## src/rtl/idec_pkg.sv

```systemverilog
package idec_pkg;

    localparam int WORD_W = 32;
    localparam int OP_W   = 6;
    localparam int REG_W  = 5;
    localparam int IMM_W  = 16;

    localparam int OP_LSB  = WORD_W - OP_W;
    localparam int RD_LSB  = OP_LSB - REG_W;
    localparam int RA_LSB  = RD_LSB - REG_W;
    localparam int RB_LSB  = RA_LSB - REG_W;
    localparam int FMT_BIT = 3;
    localparam int UPPER_W = WORD_W - IMM_W;

    typedef enum logic [1:0] {
        CLS_BAD    = 2'd0,
        CLS_ALU    = 2'd1,
        CLS_MEM    = 2'd2,
        CLS_PREFIX = 2'd3
    } insn_class_e;

    typedef struct packed {
        logic [OP_W-1:0]  op;
        logic [REG_W-1:0] rd;
        logic [REG_W-1:0] ra;
        logic [REG_W-1:0] rb;
        logic [IMM_W-1:0] imm16;
    } fields_t;

    typedef struct packed {
        logic [OP_W-1:0]   op;
        logic [REG_W-1:0]  rd;
        logic [REG_W-1:0]  ra;
        logic [REG_W-1:0]  rb;
        logic              is_imm;
        logic [WORD_W-1:0] imm;
        logic              imm_pfx;
        logic              illegal;
        logic              nop;
        logic              wr_en;
    } decoded_t;

    function automatic insn_class_e op_class(input logic [OP_W-1:0] op,
                                             input logic [OP_W-1:0] pfx_op);
        insn_class_e c;
        c = CLS_BAD;
        if (op == pfx_op)
            c = CLS_PREFIX;
        else if (op[5:4] == 2'b00)
            c = CLS_ALU;
        else if (op[5:4] == 2'b10 && op[2] == 1'b0)
            c = CLS_ALU;
        else if (op[5:4] == 2'b11 && op[2:1] == 2'b00)
            c = CLS_MEM;
        return c;
    endfunction

    function automatic logic [WORD_W-1:0] sext_imm(input logic [IMM_W-1:0] v);
        return {{UPPER_W{v[IMM_W-1]}}, v};
    endfunction

endpackage

```

## src/rtl/idec_fields.sv

```systemverilog
module idec_fields
    import idec_pkg::*;
(
    input  logic [WORD_W-1:0] word,
    output fields_t           fld
);
    always_comb begin
        fld.op    = word[OP_LSB +: OP_W];
        fld.rd    = word[RD_LSB +: REG_W];
        fld.ra    = word[RA_LSB +: REG_W];
        fld.rb    = word[RB_LSB +: REG_W];
        fld.imm16 = word[IMM_W-1:0];
    end
endmodule

```

## src/rtl/idec_class.sv

```systemverilog
module idec_class
    import idec_pkg::*;
#(
    parameter logic [OP_W-1:0] PREFIX_OP = 6'b101100
) (
    input  logic [OP_W-1:0] op,
    output insn_class_e     cls,
    output logic            is_imm,
    output logic            is_store,
    output logic            writes_rd
);
    always_comb begin
        cls       = op_class(op, PREFIX_OP);
        is_imm    = (cls != CLS_BAD) && op[FMT_BIT];
        is_store  = (cls == CLS_MEM) && op[0];
        writes_rd = (cls == CLS_ALU) || ((cls == CLS_MEM) && !op[0]);
    end
endmodule

```

## src/rtl/idec_prefix.sv

```systemverilog
module idec_prefix
    import idec_pkg::*;
(
    input  logic               clk,
    input  logic               rst,
    input  logic               flush,
    input  logic               accept,
    input  logic               is_prefix,
    input  logic [IMM_W-1:0]   imm16,
    output logic               pending,
    output logic [UPPER_W-1:0] upper
);
    always_ff @(posedge clk) begin
        if (rst) begin
            pending <= 1'b0;
            upper   <= '0;
        end else if (flush) begin
            pending <= 1'b0;
        end else if (accept) begin
            if (is_prefix) begin
                pending <= 1'b1;
                upper   <= imm16[UPPER_W-1:0];
            end else begin
                pending <= 1'b0;
            end
        end
    end
endmodule

```

## src/rtl/insn_decoder.sv

```systemverilog
module insn_decoder
    import idec_pkg::*;
#(
    parameter logic [5:0] PREFIX_OP = 6'b101100
) (
    input  logic        clk,
    input  logic        rst,
    input  logic        flush,
    input  logic        in_valid,
    input  logic [31:0] in_word,
    output logic        out_valid,
    output logic [5:0]  out_op,
    output logic [4:0]  out_rd,
    output logic [4:0]  out_ra,
    output logic [4:0]  out_rb,
    output logic        out_is_imm,
    output logic [31:0] out_imm,
    output logic        out_imm_pfx,
    output logic        out_illegal,
    output logic        out_nop,
    output logic        out_wr_en
);
    fields_t            fld;
    insn_class_e        cls;
    logic               is_imm, is_store, writes_rd;
    logic               accept;
    logic               pending;
    logic [UPPER_W-1:0] upper;
    decoded_t           dec;
    decoded_t           dec_q;

    assign accept = in_valid && !flush;

    idec_fields u_fields (
        .word (in_word),
        .fld  (fld)
    );

    idec_class #(.PREFIX_OP(PREFIX_OP)) u_class (
        .op        (fld.op),
        .cls       (cls),
        .is_imm    (is_imm),
        .is_store  (is_store),
        .writes_rd (writes_rd)
    );

    idec_prefix u_prefix (
        .clk       (clk),
        .rst       (rst),
        .flush     (flush),
        .accept    (accept),
        .is_prefix (cls == CLS_PREFIX),
        .imm16     (fld.imm16),
        .pending   (pending),
        .upper     (upper)
    );

    always_comb begin
        dec.op      = fld.op;
        dec.rd      = fld.rd;
        dec.ra      = fld.ra;
        dec.rb      = is_imm ? '0 : fld.rb;
        dec.is_imm  = is_imm;
        dec.illegal = (cls == CLS_BAD);
        dec.nop     = (cls == CLS_PREFIX);
        dec.wr_en   = writes_rd && !is_store;
        dec.imm_pfx = 1'b0;
        dec.imm     = '0;
        if (is_imm) begin
            if (pending && cls != CLS_PREFIX) begin
                dec.imm     = {upper, fld.imm16};
                dec.imm_pfx = 1'b1;
            end else begin
                dec.imm = sext_imm(fld.imm16);
            end
        end
    end

    always_ff @(posedge clk) begin
        if (rst) begin
            out_valid <= 1'b0;
            dec_q     <= '0;
        end else begin
            out_valid <= accept;
            if (accept)
                dec_q <= dec;
        end
    end

    assign out_op      = dec_q.op;
    assign out_rd      = dec_q.rd;
    assign out_ra      = dec_q.ra;
    assign out_rb      = dec_q.rb;
    assign out_is_imm  = dec_q.is_imm;
    assign out_imm     = dec_q.imm;
    assign out_imm_pfx = dec_q.imm_pfx;
    assign out_illegal = dec_q.illegal;
    assign out_nop     = dec_q.nop;
    assign out_wr_en   = dec_q.wr_en;
endmodule

```

## config.mk

```make
export PLATFORM = sky130hd
export DESIGN_NAME = insn_decoder
export DESIGN_NICKNAME = d
export VERILOG_FILES = /design/src/rtl/idec_pkg.sv /design/src/rtl/idec_fields.sv /design/src/rtl/idec_class.sv /design/src/rtl/idec_prefix.sv /design/src/rtl/insn_decoder.sv
export SDC_FILE = /design/constraint.sdc
export NUM_CORES = 1
export LEC_CHECK = 0
export ABC_AREA = 1
export BUFFER_PORTS_ARGS = -buffer_cell sky130_fd_sc_hd__buf_2
export CORE_ASPECT_RATIO = 0.6
export CORE_UTILIZATION = 45
export DETAILED_ROUTE_END_ITERATION = 8
export GPL_TIMING_DRIVEN = 0
export PLACE_DENSITY = 0.77
export SYNTH_ARGS = -nofsm -noshare
export SYNTH_HDL_FRONTEND = slang
export SYNTH_HIERARCHICAL = 1
export SYNTH_SLANG_ARGS = --single-unit
```

## constraint.sdc

```tcl
create_clock -name clk -period 2.58 [get_ports clk]
set_clock_uncertainty 0.05 [all_clocks]
set_input_delay 0.516 -clock clk [delete_from_list [all_inputs] [get_ports clk]]
set_output_delay 0.516 -clock clk [all_outputs]
set_load 0.1 [all_outputs]
```

# After elaboration in Yosys (flattened, before gate mapping)
# Cells that the tools add are included.
[word_totals]
reg_bits = 76
in_bits = 36
elab_cells = 49
[op_classes]
eq_ne = 7
mux = 9
bitwise = 2
n_reduce_logical = 18
[ops]
columns = ["operator", "count"]
rows = [
  ["$mux 33", 1],
  ["$mux 32", 1],
  ["$eq 2x2->1 const B", 4],
  ["$logic_and 1x1->1", 8],
  ["$mux 2", 4],
  ["$eq 6x6->1 const B", 1],
  ["$logic_not 2->1", 3],
  ["$mux 5", 1],
  ["$logic_not 1->1", 3],
  ["$reduce_and 3->1", 1],
  ["$eq 2x1->1 const B", 1],
  ["$mux 1", 2],
  ["$ne 2x2->1 const B", 1],
  ["$not 1->1", 2],
  ["$reduce_bool 2->1", 1],
  ["$reduce_or 2->1", 1],
  ["$logic_or 1x1->1", 1],
]

# Logic depth before layout (Yosys ltp)
[depth]
ltp_word = 10
mapped_depth = 14
depth_no_buf = 12

# Hierarchy
# Netlist, hierarchy kept.
[by_module_without_submodules]
columns = ["module", "instances", "cells_per_inst", "area_each_um2", "seq_area_each_um2"]
rows = [
  ["insn_decoder", 1, 312, 2280.9, 1181.1],
  ["idec_prefix", 1, 109, 710.7, 340.3],
  ["idec_fields", 1, 37, 277.8, 0.0],
  ["idec_class", 1, 17, 81.3, 0.0],
]

# Worst setup path after synthesis
# No wires, ideal clock.
[synth_timing]
kind = "input-to-reg"
start = "in in_word[28]"
end = "reg dec_q (netlist bit out_imm[21])"
arrival_ns = 1.635
slack_ns = 0.830
cell_stages = 13
path_cell_list = "buf_4 -> nor2_1 -> nand3_1 -> nand3_1 -> nand2_1 -> inv_1 -> nand3_2 -> inv_4 -> nand2_4 -> buf_6 -> nor2_1 -> nor2_1 -> nor2_1"
[synth_rtl]
columns = ["item", "line", "text"]
rows = [
  ["start: declaration", "insn_decoder.sv:10", "input logic [31:0] in_word,"],
  ["end signal: assignment", "insn_decoder.sv:82", "dec_q <= '0;"],
  ["end signal: assignment", "insn_decoder.sv:86", "dec_q <= dec;"],
  ["end: declaration", "insn_decoder.sv:30", "decoded_t dec_q;"],
]

==> reports/qor.csv <==
stage,metric,value,unit
power_and_ir_drop,p_leak,0.002102,uW
cts,cts_buffer_depth,2,
place,hpwlAfterDp,6077,microns
routing,wl_per_cell,12.75,microns
timing,post-route-period-util,70.75,%
die,die_h,68.84,microns
cells_and_area,final_cell_mix,"117 x nand2_1, 113 x nor2_1, 76 x dfxtp_1",
global_route,grt_overflow,0,
timing,holdWs,368.3,ps
worst_setup_path,critPathArrivalTime,2040,ps
worst_setup_path,critPathMaxFanout,10,
timing,finalMaxSlewViolations,0,
timing,rsz0062_at_grt,no,
min_path,holdCritPathClass,in -> reg,
routing,viasPerCell,4.574,
die,die_width,113.4,microns
timing,hold_violations,0,
global_route,grt_pass1_vias,2714,
timing,fin_crit,1825,ps
global_route,grt_start_max_net_pins,14,
worst_setup_path,critPathKind,in -> reg,
cts,cts_num_sinks,76,
routing,ant_nets,0,
die,core-area,0.006935,sq mm
die,ioPinCount,95,
die,std_cell_rows,23,
die,die-area,0.007806,sq mm
synthesis,ys_seq_area_share,45.41,%
die,initial_core_util,48.31,%
cts,htree_levels,3,
synthesis,synth_top_area_share,45.41,%
cells_and_area,layout_commonest_cell,nand2_1,
synthesis,yosys-top-cells-area,"dfxtp_1 45%, nand2_1 13%, nor2_1 13%",
worst_setup_path,required,2800,ps
timing,setup-tns-final,0,ps
global_route,grt_pass1_wl,13280,microns
place,gp_congestion,0.8368,
power_and_ir_drop,power_density,739.3,mW/mm^2
timing,worst_pin_slew,523.6,ps
routing,vias,2987,
place,preCtsSetupSlack,475.7,ps
cells_and_area,syn_to_final_growth,22.78,%
global_route,gr-usage-all-layers,22.90,%
routing,drc,0,
cts,cts_tree,built,
timing,fmax,547.9,MHz
run,maxCapViolCount,0,
status,status,finished clean,
cts,postCtsHoldBufs,0,
routing,dr.pass1.iters,5,
global_route,grt_antenna_before_repair,0,
synthesis,ys_seq_elements,76,
timing,slew_headroom,65.10,%
cts,clk_latency,340,ps
cells_and_area,drive_above_1_share,26.04,%
synthesis,syn-num-nets,511,
synthesis,synth_area_per_cell,7.054,sq um
place,io_buffers,62,
synthesis,synthCells,475,
synthesis,ys_types,22,
cts,root_buffer,clkbuf_16,
routing,routed_wl,8326,microns
timing,setup_ws,754.8,ps
synthesis,yosysWarnings,6,
cts,cts_made_buffers,9,
synthesis,synth_area,0.003351,sq mm
cts,clk_pin_slew,60,ps
power_and_ir_drop,irDropWorstVdd,0.0004020,V
routing,drt-initial-drc-count,177,
cells_and_area,num_antenna_cells,0,
timing,setup_violations,0,
worst_setup_path,critPathCaptureType,flop,
cts,cts_resized,0,
cts,post_cts_buffers,0,
synthesis,yosysTopAreaCell,dfxtp_1,
cells_and_area,finalNetCount,584,
cells_and_area,n_fill_cell,648,
worst_setup_path,startpoint_type,input port,
## logic make-up after synthesis
| family | after synthesis | synth area share, % |
|---|---|---|
| AND/OR/NAND/NOR | 248 | 29.54 |
| buffers and inverters | 106 | 18.15 |
| flip-flops | 76 | 45.41 |
| AO/OA/AOI/OAI | 45 | 6.908 |
## stage by stage
| step | area, sq um | utilization, % | instances | power [uW] |
|---|---|---|---|---|
| 6_report | 4114 | 59.32 | 653 | 3042 |
| 5_1_grt | 4114 | 59.32 | 653 | 3140 |
| 4_1_cts | 4114 | 59.32 | 653 | 3064 |
| 3_5_place_dp | 3786 | 54.59 | 637 | 1700 |
| 3_3_place_gp | 3786 | 54.59 | 637 | 1693 |
| 2_1_floorplan | 3351 | - | 475 | 1627 |
## power breakdown
part / internal [uW] / switching [uW]
Combinational: 102 / 353
Sequential: 1210 / 15.8
Clock: 876 / 488
## worst paths after layout
| path | start | end | slack [ps] | cells after the start |
|---|---|---|---|---|
| min reg2reg | out_imm[8] | out_imm[8] | 410 | 2 |
| min | in_word[17] | out_ra[1] | 370 | 3 |
| max | in_word[28] | out_imm[27] | 750 | 13 |
| max reg2reg | u_prefix/pending | out_imm[27] | 1400 | 7 |
## critical path: stages
cell	delay, ps
buf_4	130
nor2_1	110
nand3_1	140
nand3_1	120
nand2_1	50
inv_1	130
nand3_2	150
inv_4	150
nand2_4	90
buf_6	150
nor2_1	160
nor2_1	60
nor2_1	80
## cell usage after synthesis
library cell and n:
clkinv_1 2, inv_2 3, o31ai_1 1, buf_2 10, nand3_1 10, nand2_4 1
o21ai_0 5, nor2_2 1, buf_6 7, nor2_4 1, inv_4 1, o21ai_1 18
clkbuf_1 3, nand2_1 117, dfxtp_1 76, inv_1 42, nand3_2 4, buf_4 38
a21oi_1 20, a21o_2 1, nor2_1 113, nand3b_1 1
## per-layer routing
| layer | share of wire, % | track usage (%) | vias to the layer above |
|---|---|---|---|
| li1 | - | - | 1542 |
| met1 | 52 | 31.79 | 1349 |
| met2 | 40 | 33.59 | 91 |
| met3 | 6.9 | 8.042 | 5 |
| met4 | 0.64 | 6.414 | 0 |
| met5 | 0 | 0 | - |
## registers in the layout, summed over array words and instances, names as in the netlist, 5 cells and up
name            cells
out_imm            32
out_op              6
out_ra              5
out_rb              5
out_rd              5
u_prefix/upper     16
## area by class of cell
class | count | area [sq um] | area share, %
Tap cell | 100 | 125.1 | 3.041
Clock buffer | 11 | 242.7 | 5.900
Sequential cell | 76 | 1521 | 36.98
Buffer | 58 | 425.4 | 10.34
Timing Repair Buffer | 62 | 310.3 | 7.543
Clock inverter | 5 | 85.08 | 2.068
Multi-Input combinational cell | 293 | 1221 | 29.68
Inverter | 48 | 182.7 | 4.440
Note: power is estimated with default switching activity, not from simulation.
